==> src/rtl/cfgb_pkg.sv <==
package cfgb_pkg;

    localparam logic [3:0]  IO_TYPE_NIB  = 4'h1;
    localparam logic [3:0]  PF_TYPE_NIB  = 4'h1;
    localparam logic [15:0] STATUS_CONST = 16'h00A0;
    localparam logic [15:0] CMD_WMASK    = 16'h0147;
    localparam int          BCTL_W       = 12;
    localparam int          SRST_BIT     = 6;

    typedef struct packed {
        logic [15:0]       cmd;
        logic [7:0]        pri_bus;
        logic [7:0]        sec_bus;
        logic [7:0]        sub_bus;
        logic [7:0]        sec_lat;
        logic [3:0]        io_base;
        logic [3:0]        io_lim;
        logic [11:0]       mem_base;
        logic [11:0]       mem_lim;
        logic [11:0]       pf_base;
        logic [11:0]       pf_lim;
        logic [31:0]       pf_base_up;
        logic [31:0]       pf_lim_up;
        logic [15:0]       io_base_up;
        logic [15:0]       io_lim_up;
        logic [BCTL_W-1:0] bctl;
    } regs_t;

    typedef struct packed {
        regs_t r;
        logic  win;
        logic  srst;
    } state_t;

    function automatic regs_t cfgb_reset(input bit closed);
        regs_t v;
        v = '0;
        if (closed) begin
            v.io_base  = '1;
            v.mem_base = '1;
            v.pf_base  = '1;
        end
        return v;
    endfunction

endpackage

==> src/rtl/cfgb_win_detect.sv <==
module cfgb_win_detect #(
    parameter int AW        = 4,
    parameter int LANES     = 4,
    parameter int CMD_OFS   = 4,
    parameter int CMD_LEN   = 2,
    parameter int IO_OFS    = 28,
    parameter int IO_LEN    = 2,
    parameter int MEM_OFS   = 32,
    parameter int MEM_LEN   = 20
) (
    input  logic             wr,
    input  logic [AW-1:0]    addr,
    input  logic [LANES-1:0] be,
    output logic             hit
);
    localparam int LW = $clog2(LANES);
    localparam int OW = AW + LW;

    logic [LANES-1:0] lane_hit;

    for (genvar i = 0; i < LANES; i++) begin : g_lane
        logic [OW-1:0] ofs;
        assign ofs = {addr, LW'(i)};
        assign lane_hit[i] = be[i] && (
            (int'(ofs) >= CMD_OFS && int'(ofs) < CMD_OFS + CMD_LEN) ||
            (int'(ofs) >= IO_OFS  && int'(ofs) < IO_OFS  + IO_LEN)  ||
            (int'(ofs) >= MEM_OFS && int'(ofs) < MEM_OFS + MEM_LEN));
    end

    assign hit = wr && (|lane_hit);
endmodule

==> src/rtl/cfgb_rise.sv <==
module cfgb_rise (
    input  logic lane_we,
    input  logic old_bit,
    input  logic new_bit,
    output logic rise
);
    assign rise = lane_we && !old_bit && new_bit;
endmodule

==> src/rtl/cfgb_rdmux.sv <==
module cfgb_rdmux
    import cfgb_pkg::*;
#(
    parameter logic [15:0] VENDOR_ID = 16'h1AB5,
    parameter logic [15:0] DEVICE_ID = 16'h0B21,
    parameter logic [7:0]  REV_ID    = 8'h02,
    parameter logic [7:0]  HDR_BYTE  = 8'h01
) (
    input  regs_t       r,
    input  logic [3:0]  addr,
    output logic [31:0] rdata
);
    always_comb begin
        rdata = '0;
        unique case (addr)
            4'd0:  rdata = {DEVICE_ID, VENDOR_ID};
            4'd1:  rdata = {STATUS_CONST, r.cmd};
            4'd2:  rdata = {24'h060400, REV_ID};
            4'd3:  rdata = {8'h00, HDR_BYTE, 16'h0000};
            4'd6:  rdata = {r.sec_lat, r.sub_bus, r.sec_bus, r.pri_bus};
            4'd7:  rdata = {STATUS_CONST, r.io_lim, IO_TYPE_NIB, r.io_base, IO_TYPE_NIB};
            4'd8:  rdata = {r.mem_lim, 4'h0, r.mem_base, 4'h0};
            4'd9:  rdata = {r.pf_lim, PF_TYPE_NIB, r.pf_base, PF_TYPE_NIB};
            4'd10: rdata = r.pf_base_up;
            4'd11: rdata = r.pf_lim_up;
            4'd12: rdata = {r.io_lim_up, r.io_base_up};
            4'd15: rdata = {{(16-BCTL_W){1'b0}}, r.bctl, 16'h0000};
            default: rdata = '0;
        endcase
    end
endmodule

==> src/rtl/cfgb_top.sv <==
module cfgb_top
    import cfgb_pkg::*;
#(
    parameter logic [15:0] VENDOR_ID        = 16'h1AB5,
    parameter logic [15:0] DEVICE_ID        = 16'h0B21,
    parameter logic [7:0]  REV_ID           = 8'h02,
    parameter bit          MULTI_FUNC       = 1'b0,
    parameter bit          FWD_OFF_AT_RESET = 1'b0
) (
    input  logic        clk,
    input  logic        rst_n,
    input  logic        cfg_wr,
    input  logic [3:0]  cfg_addr,
    input  logic [3:0]  cfg_be,
    input  logic [31:0] cfg_wdata,
    output logic [31:0] cfg_rdata,
    output logic        win_upd_o,
    output logic        sec_rst_o
);
    localparam logic [7:0] HDR_BYTE = {MULTI_FUNC, 7'h01};
    localparam regs_t      RST_VAL  = cfgb_reset(FWD_OFF_AT_RESET);
    localparam int         BCTL_HI  = BCTL_W - 8;

    state_t     st_d, st_q;
    logic [3:0] we;
    logic [7:0] wb [4];
    logic       win_hit;
    logic       srst_rise;

    for (genvar i = 0; i < 4; i++) begin : g_bytes
        assign we[i] = cfg_wr && cfg_be[i];
        assign wb[i] = cfg_wdata[8*i +: 8];
    end

    cfgb_win_detect u_win (
        .wr   (cfg_wr),
        .addr (cfg_addr),
        .be   (cfg_be),
        .hit  (win_hit)
    );

    cfgb_rise u_rise (
        .lane_we (we[2] && cfg_addr == 4'd15),
        .old_bit (st_q.r.bctl[SRST_BIT]),
        .new_bit (wb[2][SRST_BIT]),
        .rise    (srst_rise)
    );

    cfgb_rdmux #(
        .VENDOR_ID (VENDOR_ID),
        .DEVICE_ID (DEVICE_ID),
        .REV_ID    (REV_ID),
        .HDR_BYTE  (HDR_BYTE)
    ) u_rd (
        .r     (st_q.r),
        .addr  (cfg_addr),
        .rdata (cfg_rdata)
    );

    always_comb begin
        st_d      = st_q;
        st_d.win  = win_hit;
        st_d.srst = srst_rise;
        unique case (cfg_addr)
            4'd1: begin
                if (we[0]) st_d.r.cmd[7:0]  = wb[0] & CMD_WMASK[7:0];
                if (we[1]) st_d.r.cmd[15:8] = wb[1] & CMD_WMASK[15:8];
            end
            4'd6: begin
                if (we[0]) st_d.r.pri_bus = wb[0];
                if (we[1]) st_d.r.sec_bus = wb[1];
                if (we[2]) st_d.r.sub_bus = wb[2];
                if (we[3]) st_d.r.sec_lat = wb[3];
            end
            4'd7: begin
                if (we[0]) st_d.r.io_base = wb[0][7:4];
                if (we[1]) st_d.r.io_lim  = wb[1][7:4];
            end
            4'd8: begin
                if (we[0]) st_d.r.mem_base[3:0]  = wb[0][7:4];
                if (we[1]) st_d.r.mem_base[11:4] = wb[1];
                if (we[2]) st_d.r.mem_lim[3:0]   = wb[2][7:4];
                if (we[3]) st_d.r.mem_lim[11:4]  = wb[3];
            end
            4'd9: begin
                if (we[0]) st_d.r.pf_base[3:0]  = wb[0][7:4];
                if (we[1]) st_d.r.pf_base[11:4] = wb[1];
                if (we[2]) st_d.r.pf_lim[3:0]   = wb[2][7:4];
                if (we[3]) st_d.r.pf_lim[11:4]  = wb[3];
            end
            4'd10: begin
                for (int i = 0; i < 4; i++)
                    if (we[i]) st_d.r.pf_base_up[8*i +: 8] = wb[i];
            end
            4'd11: begin
                for (int i = 0; i < 4; i++)
                    if (we[i]) st_d.r.pf_lim_up[8*i +: 8] = wb[i];
            end
            4'd12: begin
                if (we[0]) st_d.r.io_base_up[7:0]  = wb[0];
                if (we[1]) st_d.r.io_base_up[15:8] = wb[1];
                if (we[2]) st_d.r.io_lim_up[7:0]   = wb[2];
                if (we[3]) st_d.r.io_lim_up[15:8]  = wb[3];
            end
            4'd15: begin
                if (we[2]) st_d.r.bctl[7:0]       = wb[2];
                if (we[3]) st_d.r.bctl[BCTL_W-1:8] = wb[3][BCTL_HI-1:0];
            end
            default: ;
        endcase
    end

    always_ff @(posedge clk or negedge rst_n) begin
        if (!rst_n) begin
            st_q <= '{r: RST_VAL, win: 1'b0, srst: 1'b0};
        end else begin
            st_q <= st_d;
        end
    end

    assign win_upd_o = st_q.win;
    assign sec_rst_o = st_q.srst;


    mem_win_chk: assert property (@(posedge clk) disable iff (!rst_n)
        (cfg_wr && cfg_addr == 4'd8 && cfg_be != 4'd0) |=> win_upd_o);

    win_cause_chk: assert property (@(posedge clk) disable iff (!rst_n)
        win_upd_o |-> $past(cfg_wr));

    srst_single_chk: assert property (@(posedge clk) disable iff (!rst_n)
        sec_rst_o |=> !sec_rst_o);

    srst_bit_chk: assert property (@(posedge clk) disable iff (!rst_n)
        sec_rst_o |-> st_q.r.bctl[SRST_BIT]);

    status_ro_chk: assert property (@(posedge clk) disable iff (!rst_n)
        (cfg_addr == 4'd7) |-> (cfg_rdata[31:16] == 16'h00A0));

    mem_nib_chk: assert property (@(posedge clk) disable iff (!rst_n)
        (cfg_addr == 4'd8) |-> (cfg_rdata[3:0] == 4'h0 && cfg_rdata[19:16] == 4'h0));
endmodule

==> config.mk <==
export PLATFORM = sky130hd
export DESIGN_NAME = cfgb_top
export DESIGN_NICKNAME = d
export VERILOG_FILES = /design/src/rtl/cfgb_pkg.sv /design/src/rtl/cfgb_win_detect.sv /design/src/rtl/cfgb_rise.sv /design/src/rtl/cfgb_rdmux.sv /design/src/rtl/cfgb_top.sv
export SDC_FILE = /design/constraint.sdc
export NUM_CORES = 1
export LEC_CHECK = 0
export BUFFER_PORTS_ARGS = -buffer_cell sky130_fd_sc_hd__buf_2
export CAP_MARGIN = 25
export CELL_PAD_IN_SITES_DETAIL_PLACEMENT = 1
export CELL_PAD_IN_SITES_GLOBAL_PLACEMENT = 1
export CORE_MARGIN = 10
export CORE_UTILIZATION = 47
export CTS_CLUSTER_DIAMETER = 100
export DETAILED_ROUTE_END_ITERATION = 7
export PLACE_DENSITY = 0.88
export SLEW_MARGIN = 30
export SYNTH_ARGS = -nofsm -noshare
export SYNTH_HDL_FRONTEND = slang
export SYNTH_HIERARCHICAL = 1
export SYNTH_SLANG_ARGS = --single-unit
export TNS_END_PERCENT = 1
==> constraint.sdc <==
create_clock -name clk -period 1.7 [get_ports clk]
set_clock_uncertainty 0.15 [all_clocks]
set_input_delay 0.17 -clock clk [delete_from_list [all_inputs] [get_ports clk]]
set_output_delay 0.17 -clock clk [all_outputs]
set_load 0.02 [all_outputs]
==> results of run 1 <==
[stage by stage]
stage / cell area, sq um / setup TNS, ns / hold WS (ns) / util, % / worst slack [ns]
6_report: 13400 / -12.07 / 0.0451 / 64.3 / -0.693
5_1_grt: 13400 / -13.26 / 0.0769 / 64.3 / -0.645
4_1_cts: 13300 / -10.50 / 0.0466 / 63.7 / -0.545
3_5_place_dp: 12000 / -40.96 / 0.0358 / 57.4 / -0.428
3_3_place_gp: 12000 / -28.06 / 0.0318 / 57.4 / -0.269
2_1_floorplan: 9940 / 0 / -0.276 / - / 0.0490
[cells by family (layout without fill, tap and decap cells)]
kind of cell	after synthesis	after routing	synth area share (%)
DFF	203	203	51.3
and+or+nand+nor	133	133	8.52
AOI/OAI and AO/OA	147	147	11.2
other	1	12	0.0379
buffers and inverters	47	335	2.87
muxes	226	226	26.1
[worst max-delay path, stage by stage, from the launching register on]
cell and delay [ns]:
dfrtp_1 0.41, a21oi_1 0.31, o22ai_2 0.25, a221o_1 0.39, buf_2 0.19
[routing by layer]
layer / track usage [%] / wire, um
met2: 51.4 / 21000
met4: 23.6 / 4280
met5: 0 / 0
met1: 36.0 / 16200
met3: 8.87 / 4600
[power by group through the flow]
| stage | Combinational [mW] | Sequential, mW | Clock [mW] |
|---|---|---|---|
| 4_1_cts | 2.79 | 6.40 | 5.33 |
| 3_5_place_dp | 2.56 | 6.40 | 0 |
| 5_1_grt | 3.12 | 6.57 | 5.63 |
| 6_report | 3.02 | 6.52 | 5.39 |
| 3_3_place_gp | 2.38 | 6.29 | 0 |
| 2_1_floorplan | 1.58 | 6.17 | 0 |
[Yosys cell counts (6+ instances only)]
cell type    n
dfrtp_1    203
mux2_2     199
a22oi_1     24
nand2_1     24
buf_2       23
nor2_1      21
a21oi_1     18
a22o_1      16
nor2_2      13
nor2b_1     13
mux2_4      12
o221ai_1    11
o21ai_1     10
a32oi_1      9
buf_6        9
mux2i_1      8
nand2b_1     8
o21ai_0      8
clkbuf_1     7
mux2_1       7
nor3_1       7
a221oi_1     6
a222oi_1     6
nand3_1      6
[placed cells by master, fill, tap and decap left out, types with 15 or more instances in the layout]
master	instances
mux2_2	198
a21oi_1	15
nor2_2	15
buf_12	21
dfrtp_1	203
a22oi_1	18
buf_4	164
nor2_1	17
buf_2	64
nand2_1	21
a22o_1	16
clkbuf_16	23
dlygate4sd3_1	35
[worst paths after layout]
kind	to	cells past startpoint
setup reg to reg	st_q[168]$_DFFE_PN0P_	1
min in group clk	win_upd_o$_DFF_PN0_	4
hold reg to reg	st_q[190]$_DFFE_PN0P_	1
hold / removal	st_q[9]$_DFFE_PN0P_	2
setup / recovery	cfg_rdata[23]	4
max in group asynchronous	st_q[188]$_DFFE_PN0P_	3
[repair_timing]
action,in CTS,in global routing
gates resized for setup,38,32
pin swaps,6,3
hold endpoints to repair,406,0
setup buffers,1,0
endpoints found under the setup margin,32,48
hold buffers,35,0
[cell type report]
cell class / count / area share, %
clock buffer: 35 / 5.14
clock inverter: 6 / 0.810
antenna: 1 / 0.0186
tap: 275 / 2.56
inverter: 5 / 0.140
multi-input combinational: 517 / 35.8
sequential: 203 / 37.8
timing repair buffer: 289 / 17.7
[state kept, by name (all words and copies together) (netlist names)]
register	flops
st_q	201
win_upd_o	1
sec_rst_o	1
==> flow_metrics.env, run 1 <==
export IMPL_coreArea_sq_um=20900
export IMPL_gp_routability_congestion=0.948
export IMPL_worst_ir_drop_vdd_uv=796
export IMPL_internal_power_mw=10.5
export IMPL_hold_path_class="input port to async pin"
export IMPL_antenna_violations_before_repair=2
export IMPL_sw_frac_of_total_pct=29.6
export IMPL_portBuffers=76
export IMPL_fin_nets=1082
export IMPL_grt_total_usage_pct=32.0
export IMPL_layout_area_seq_sq_um=5080
export IMPL_unrepaired_setup_endpoints_after_global_routing="true"
export IMPL_yosysSeqAreaShare_pct=51.3
export IMPL_violations="setup timing"
export IMPL_number_of_max_slew_violations_in_the_final_report=0
export IMPL_grt_first_pass_wirelength_um=65400
export IMPL_worstPathMaxFanout=2
export IMPL_post_drt_wl_per_cell_um=34.6
export IMPL_yosys_warnings=6
export IMPL_synth_cell_area_sq_um=9900
export IMPL_period_share_pct=141
export IMPL_cellLeakagePower_nw=6.18
export IMPL_placedCellCount=1253
export IMPL_max_slew_margin_pct=58.6
export IMPL_finalHoldViolations=0
export IMPL_critical_path_endpoint_type="output port"
export IMPL_syn_instance_count=757
export IMPL_initial_utilization_pct=47.4
export IMPL_areaGrowthSynthToFinish_pct=35.7
export IMPL_ys_seq_elements=203
export IMPL_clockRootBuffer="clkbuf_16"
export IMPL_fin_crit_ns=2.39
export IMPL_numClockSinks=203
export IMPL_stdcell_count=1331
export IMPL_share_clk_of_total_power_pct=36.1
export IMPL_drv_max_cap_violation_count=0
export IMPL_internal_reg_to_reg_setup_slack_ns=0.52
export IMPL_power_frac_seq_pct=43.6
export IMPL_synth_async_reset_ratio_pct=100
export IMPL_placement_rows=53
export IMPL_crit_type="register to output port"
export IMPL_maximum_number_of_pins_on_one_net_before_global_route_repair=54
export IMPL_multiInputGateArea_sq_um=4810
export IMPL_cells_taking_the_most_area_after_synthesis="dfrtp_1 (51%), mux2_2 (23%), a22oi_1 (1.8%)"
export IMPL_power_density_cell_area_nw_per_um2=1110
export IMPL_syn_area_per_cell_sq_um=13.1
export IMPL_drt_antenna_violating_nets=0
export IMPL_synth_distinct_cells=62
export IMPL_layout_setup_ws_ns=-0.693
export IMPL_synth_main_ff_cell="dfrtp_1"
export IMPL_worstPathArrival_ns=2.07
export IMPL_die_height_um=165
export IMPL_timing_rr_start="st_q[168]$_DFFE_PN0P_"
export IMPL_h_tree_depth=1
export IMPL_nFillCells=2034
export IMPL_detailedPlacementHpwl_um=27100
export IMPL_synth_enable_flop_cells=0
export IMPL_tritoncts="yes"
export IMPL_drt_total_wl_um=46000
export IMPL_worst_ep_required_time_ns=1.38
export IMPL_post_synth_top_area_cell="dfrtp_1"
export IMPL_drt_pass1_iterations=7
export IMPL_clock_transition_at_the_register_clock_pins_on_the_worst_setup_and_hold_paths_after_cts_ns=0.07
export IMPL_first_global_vias=9906
export IMPL_route_vias_total=9031
export IMPL_outcome="finished with violations"
export IMPL_worstMarginPinSlew_ns=0.616
export IMPL_clock_latency_of_the_later_clocked_register_in_the_worst_skew_pair_ns=0.53
export IMPL_floorplan_die_area_sq_um=27300
export IMPL_power_total_mw=14.9
export IMPL_worst_setup_path_start_kind="register"
export IMPL_maxClockFrequency_mhz=418
export IMPL_die_width_um=165
export IMPL_drtIter0Drc=1239
export IMPL_layout_drive_gt1_share_pct=55.0
export IMPL_total_switching_power_mw=4.42
export IMPL_ios=77
export IMPL_routed_via_density=6.79
export IMPL_synth_top_area_share_pct=51.3
export IMPL_finalSetupViolCount=40
export IMPL_cts_inserted_buffers=23
export IMPL_combPwrFrac_pct=20.2
export IMPL_timing_critical_path_from="st_q[137]$_DFFE_PN0P_"
export IMPL_clockBufferDepth=3
export IMPL_overflow=0
export IMPL_post_route_drc_count=0
Note: power is estimated with default switching activity, not from simulation.
==> run 2: changes to the inputs <==
Settings changed: SLEW_MARGIN 30 to unset, TNS_END_PERCENT 1 to 100.
==> run 2 against run 1 <==
The flow still finishes with violations (setup timing). Non-clock buffer count increased by 16. Total power increased by 2.8%. Design area increased by 3.3%. Worst setup slack improved by 0.10 ns.
==> flow_metrics.env, run 2 (synthesis gave the netlist of run 1 again) <==
export IMPL_areaGrowthSynthToFinish_pct=40.2
export IMPL_portBuffers=76
export IMPL_nFillCells=1973
export IMPL_worstPathArrival_ns=1.97
export IMPL_commonest_non_fill_non_tap_cells_in_the_layout="dfrtp_1 (203), mux2_2 (196), buf_4 (189), buf_2 (46), dlygate4sd3_1 (35)"
export IMPL_crit_type="register to output port"
export IMPL_finalHoldViolations=0
export IMPL_worstPathMaxFanout=2
export IMPL_finalCoreUtilization_pct=66.5
export IMPL_outcome="finished with violations"
export IMPL_layout_area_seq_sq_um=5080
export IMPL_layout_setup_ws_ns=-0.592
export IMPL_regMostFlops="st_q"
export IMPL_mostFrequentLayoutCell="dfrtp_1"
export IMPL_worst_ep_required_time_ns=1.38
export IMPL_maximum_number_of_pins_on_one_net_before_global_route_repair=54
export IMPL_worstMarginPinSlew_ns=0.518
export IMPL_internal_reg_to_reg_setup_slack_ns=0.52
export IMPL_cts_inserted_buffers=23
export IMPL_tritoncts="yes"
export IMPL_max_slew_margin_pct=65.5
export IMPL_critical_path_cell_chain="nand2b_4, a32o_1, a31oi_1, o221ai_2, buf_4"
export IMPL_detailedPlacementHpwl_um=27100
export IMPL_post_drt_wl_per_cell_um=37.4
export IMPL_drtIter0Drc=1286
export IMPL_finalSetupViolCount=81
export IMPL_initial_utilization_pct=47.4
export IMPL_fin_nets=1098
export IMPL_multiInputGateArea_sq_um=5040
export IMPL_drt_antenna_violating_nets=0
export IMPL_timing_rr_start="st_q[86]$_DFFE_PN0P_"
export IMPL_layout_drive_gt1_share_pct=59.4
export IMPL_clockBufferDepth=3
export IMPL_timing_critical_path_from="st_q[154]$_DFFE_PN0P_"
export IMPL_maxClockFrequency_mhz=436
export IMPL_antenna_violations_before_repair=1
export IMPL_worst_setup_path_start_kind="register"
export IMPL_gp_routability_congestion=0.948
export IMPL_route_vias_total=9306
export IMPL_clockRootBuffer="clkbuf_16"
export IMPL_floorplan_die_area_sq_um=27300
export IMPL_numClockSinks=203
export IMPL_violations="setup timing"
export IMPL_clock_transition_at_the_register_clock_pins_on_the_worst_setup_and_hold_paths_after_cts_ns=0.07
export IMPL_power_density_cell_area_nw_per_um2=1110
export IMPL_unrepaired_setup_endpoints_after_global_routing="true"
export IMPL_die_height_um=165
export IMPL_post_route_drc_count=0
export IMPL_cellLeakagePower_nw=6.37
export IMPL_die_width_um=165
export IMPL_period_share_pct=135
export IMPL_power_total_mw=15.3
export IMPL_grt_first_pass_wirelength_um=68100
export IMPL_drv_max_cap_violation_count=0
export IMPL_drt_total_wl_um=50400
export IMPL_grt_total_usage_pct=33.6
export IMPL_routed_via_density=6.91
export IMPL_largest_register_ffs=201
export IMPL_fin_crit_ns=2.29
export IMPL_clock_latency_of_the_later_clocked_register_in_the_worst_skew_pair_ns=0.53
export IMPL_worst_path_max_delay_cell="dfrtp_1"
export IMPL_critical_path_max_stage_delay_ns=0.44
export IMPL_ff2ff_path_depth=2
export IMPL_coreArea_sq_um=20900
export IMPL_worst_ir_drop_vdd_uv=1110
export IMPL_h_tree_depth=1
export IMPL_drt_pass1_iterations=6
export IMPL_number_of_max_slew_violations_in_the_final_report=0
export IMPL_placement_rows=53
export IMPL_ios=77
export IMPL_first_global_vias=10100
export IMPL_hold_path_class="input port to async pin"
export IMPL_placement_setup_worst_slack_ns=-0.428
export IMPL_critical_path_endpoint_type="output port"
export IMPL_diodes=0
export IMPL_overflow=0
export IMPL_rr_endpoint="st_q[86]$_DFFE_PN0P_"
run 2: cell count changes in the layout (fill, tap and decap cells not counted), sizes merged:
cell,before,now
buf,253,268
clkinvlp,0,1
inv,6,5
diode,1,0
bufbuf,0,1
run 2: power by group:
group          internal [mW]  total [mW]  switching (mW)
Sequential              5.77        6.56           0.791
Combinational           1.67        3.38            1.71
Clock                   3.25        5.40            2.15
Total                   10.7        15.3            4.65
run 2: what timing repair did:
item,4_1_cts,5_1_grt
pin swaps,30,8
endpoints found under the hold margin,406,0
setup buffers,12,4
setup endpoints to repair,32,52
hold buffers,35,0
resized for setup,92,55
gates cloned,1,0
run 2: metal layers:
metal  wire length [um]  global-route usage, %  part of all wire (%)  vias to the layer above
li1                   -                      -                     -                     3456
met1              17100                   37.2                    34                     4633
met2              22900                   53.8                    46                      848
met3               5490                   9.97                    11                      367
met4               4830                   25.5                   9.6                        2
met5                  7                      0                 0.014                        -
run 2: how the worst max path moves through the flow:
stage                                to  slack (ns)  depth (start not counted)
after global placement    cfg_rdata[13]       -0.27                          7
after global routing      cfg_rdata[12]       -0.58                          5
after CTS                 cfg_rdata[12]       -0.54                          5
after detailed placement   cfg_rdata[1]       -0.43                          8
after floorplan           cfg_rdata[11]        0.05                          7
final                     cfg_rdata[12]       -0.59                          5
run 2: critical path: cells and delay by family, from the launching register on:
kind,cells,cell delay [ns]
AO/OA/AOI/OAI,3,0.63
buffers and inverters,1,0.19
flip-flops,1,0.44
AND/OR/NAND/NOR,1,0.19
run 2: final cells by class:
| cell class | count | area share, % |
|---|---|---|
| clock buffer | 35 | 4.97 |
| clock inverter | 6 | 0.784 |
| inverter | 5 | 0.162 |
| multi-input combinational | 517 | 36.3 |
| sequential | 203 | 36.6 |
| tap | 275 | 2.48 |
| timing repair buffer | 305 | 18.7 |
run 2: metrics by stage:
stage / hold slack, ns / area, sq um / TNS (ns) / cells
CTS: 0.0466 / 13600 / -9.43 / 1342
finish: 0.0552 / 13900 / -13.72 / 1346
detailed placement: 0.0358 / 12000 / -40.96 / 1253
floorplan: -0.276 / 9940 / 0 / 767
global placement: 0.0318 / 12000 / -28.06 / 1253
global route: 0.0829 / 13900 / -14.34 / 1346
==> run 3: changes to the inputs <==
Settings changed: REMOVE_ABC_BUFFERS set to 1.
==> run 3 against run 2 <==
The run still ends with setup timing left. Sequential power is essentially flat. Clock power decreased by 3%. Via count rose by 1.6%. Final cell count up 0.22%. Sequential share of layout area about the same. Wire length rose by 4.2%. Critical path depth unchanged. Design area increased by 0.12%. Total power fell by 0.12%. Critical path type unchanged. Critical endpoint is now cfg_rdata[23]. Largest power group unchanged.
==> flow_metrics.env, run 3 (synthesis gave the netlist of run 1 again) <==
export IMPL_outcome="finished with violations"
export IMPL_violations="setup timing"
export IMPL_gp_routability_congestion=0.969
export IMPL_placement_cell_area_sq_um=12000
export IMPL_unrepaired_setup_endpoints_after_global_routing="true"
export IMPL_portBuffers=76
export IMPL_maximum_number_of_pins_on_one_net_before_global_route_repair=52
export IMPL_detailedPlacementHpwl_um=27600
export IMPL_rr_endpoint="st_q[108]$_DFFE_PN0P_"
export IMPL_grt_total_usage_pct=34.8
export IMPL_route_vias_total=9457
export IMPL_placedCellCount=1246
export IMPL_cts_inserted_buffers=23
export IMPL_die_width_um=165
export IMPL_finalCoreUtilization_pct=66.5
export IMPL_overflow=0
export IMPL_h_tree_depth=1
export IMPL_coreArea_sq_um=20900
export IMPL_drv_max_cap_violation_count=0
export IMPL_setup_tns_final_ns=-15.31
export IMPL_maxClockFrequency_mhz=421
export IMPL_timing_rr_start="st_q[108]$_DFFE_PN0P_"
export IMPL_ios=77
export IMPL_worstPathArrival_ns=2.06
export IMPL_worstPathMaxFanout=2
export IMPL_number_of_max_slew_violations_in_the_final_report=0
export IMPL_fin_nets=1102
export IMPL_grt_first_pass_wirelength_um=70200
export IMPL_internal_reg_to_reg_setup_slack_ns=0.50
export IMPL_worst_ep_required_time_ns=1.38
export IMPL_finalHoldViolations=0
export IMPL_critical_path_endpoint_type="output port"
export IMPL_initial_utilization_pct=47.4
export IMPL_timing_critical_path_from="st_q[9]$_DFFE_PN0P_"
export IMPL_largest_register_ffs=201
export IMPL_die_height_um=165
export IMPL_layout_setup_ws_ns=-0.678
export IMPL_power_density_cell_area_nw_per_um2=1100
export IMPL_tritoncts="yes"
export IMPL_drt_pass1_iterations=6
export IMPL_worst_setup_path_start_kind="register"
export IMPL_post_drt_wl_per_cell_um=38.9
export IMPL_clockRootBuffer="clkbuf_16"
export IMPL_clock_latency_of_the_later_clocked_register_in_the_worst_skew_pair_ns=0.53
export IMPL_max_slew_margin_pct=37.9
export IMPL_clock_transition_at_the_register_clock_pins_on_the_worst_setup_and_hold_paths_after_cts_ns=0.07
export IMPL_layout_drive_gt1_share_pct=58.8
export IMPL_hold_path_class="input port to async pin"
export IMPL_drt_total_wl_um=52500
export IMPL_numClockSinks=203
export IMPL_cellLeakagePower_nw=6.36
export IMPL_crit_type="register to output port"
export IMPL_placement_rows=53
export IMPL_drtIter0Drc=1357
export IMPL_ff2ff_path_depth=3
export IMPL_worstMarginPinSlew_ns=0.932
export IMPL_crit_buf_inv=1
export IMPL_floorplan_die_area_sq_um=27300
export IMPL_drt_antenna_violating_nets=0
export IMPL_post_route_drc_count=0
export IMPL_worst_path_max_delay_cell="dfrtp_1"
export IMPL_period_share_pct=140
export IMPL_routed_via_density=7.01
export IMPL_mostFrequentLayoutCell="dfrtp_1"
export IMPL_finalSetupViolCount=47
export IMPL_critical_path_cell_count=5
export IMPL_first_global_vias=10200
export IMPL_regMostFlops="st_q"
export IMPL_antenna_violations_before_repair=3
export IMPL_fin_crit_ns=2.38
export IMPL_areaGrowthSynthToFinish_pct=40.4
export IMPL_critical_path_max_stage_delay_ns=0.43
export IMPL_diodes=0
export IMPL_clockBufferDepth=3
export IMPL_stdcell_count=1349
export IMPL_worst_ir_drop_vdd_uv=748
export IMPL_critical_path_cell_chain="and3_4, a21oi_4, o22ai_2, a221o_1, buf_6"
export IMPL_commonest_non_fill_non_tap_cells_in_the_layout="dfrtp_1 (202), mux2_2 (196), buf_4 (181), buf_2 (47), dlygate4sd3_1 (36)"
export IMPL_layout_cell_area_non_filler_sq_um=13900
export IMPL_critical_path_top_delay_family="compound AO/OA/AOI/OAI gates"
export IMPL_cp_endpoint="cfg_rdata[23]"
[run 3: cell count changes in the layout (fill, tap and decap cells not counted), sizes merged]
cell,change
bufinv,-2
buf,+1
clkbuf,+2
bufbuf,-1
clkinv,+1
clkinvlp,-1
dlymetal6s4s,+2
dlygate4sd3,+1
[run 3: worst min-delay path by stage]
stage,from,end,slack (ns)
CTS,cfg_be[3],win_upd_o$_DFF_PN0_,0.06
detailed placement,rst_n,st_q[179]$_DFFE_PN0P_,-0.03
global route,rst_n,st_q[124]$_DFFE_PN0P_,0.14
finish,rst_n,st_q[124]$_DFFE_PN0P_,0.11
global placement,rst_n,st_q[179]$_DFFE_PN0P_,-0.03
floorplan,rst_n,sec_rst_o$_DFF_PN0_,-0.28
[run 3: power by group]
group	internal [mW]	switching (mW)	total, mW
clock	2.98	2.25	5.24
combinational	1.71	1.79	3.50
sequential	5.77	0.818	6.59
[run 3: final cells by class]
type | instances | area [sq um]
clock inverters | 4 | 48.8
inverters | 5 | 23.8
repair buffers | 309 | 2660
clock buffers | 36 | 704
flip-flops and latches | 203 | 5080
multi-input cells | 517 | 5030
fillers | 2018 | 6990
well taps | 275 | 344
[run 3: routing by layer]
metal  vias up  routed length (um)  GRT usage, %
met5         -                  26             0
met4         4                4890          25.0
met3       367                5680          9.54
met2       877               23800          55.2
met1      4751               18100          40.0
li1       3458                   -             -
[run 3: metrics by stage]
stage / worst slack, ns / total power [mW] / hold WS, ns
after global placement: -0.375 / 8.67 / -0.0312
after floorplan: 0.0834 / 7.64 / -0.276
final: -0.678 / 15.3 / 0.111
after CTS: -0.560 / 14.5 / 0.0644
after global routing: -0.676 / 15.7 / 0.141
after detailed placement: -0.585 / 8.99 / -0.0267
[run 3: repair_timing]
action | CTS | global route
buffers inserted | 12 | 13
hold endpoints to repair | 406 | 0
hold buffers | 38 | 0
setup endpoints to repair | 32 | 86
pin swaps | 25 | 21
resized for setup | 86 | 65
[run 3: worst register-to-register path, stage by stage, from the launching register on]
cell and delay, ns:
dfrtp_1 0.38, buf_4 0.13, buf_4 0.13, mux2_2 0.29
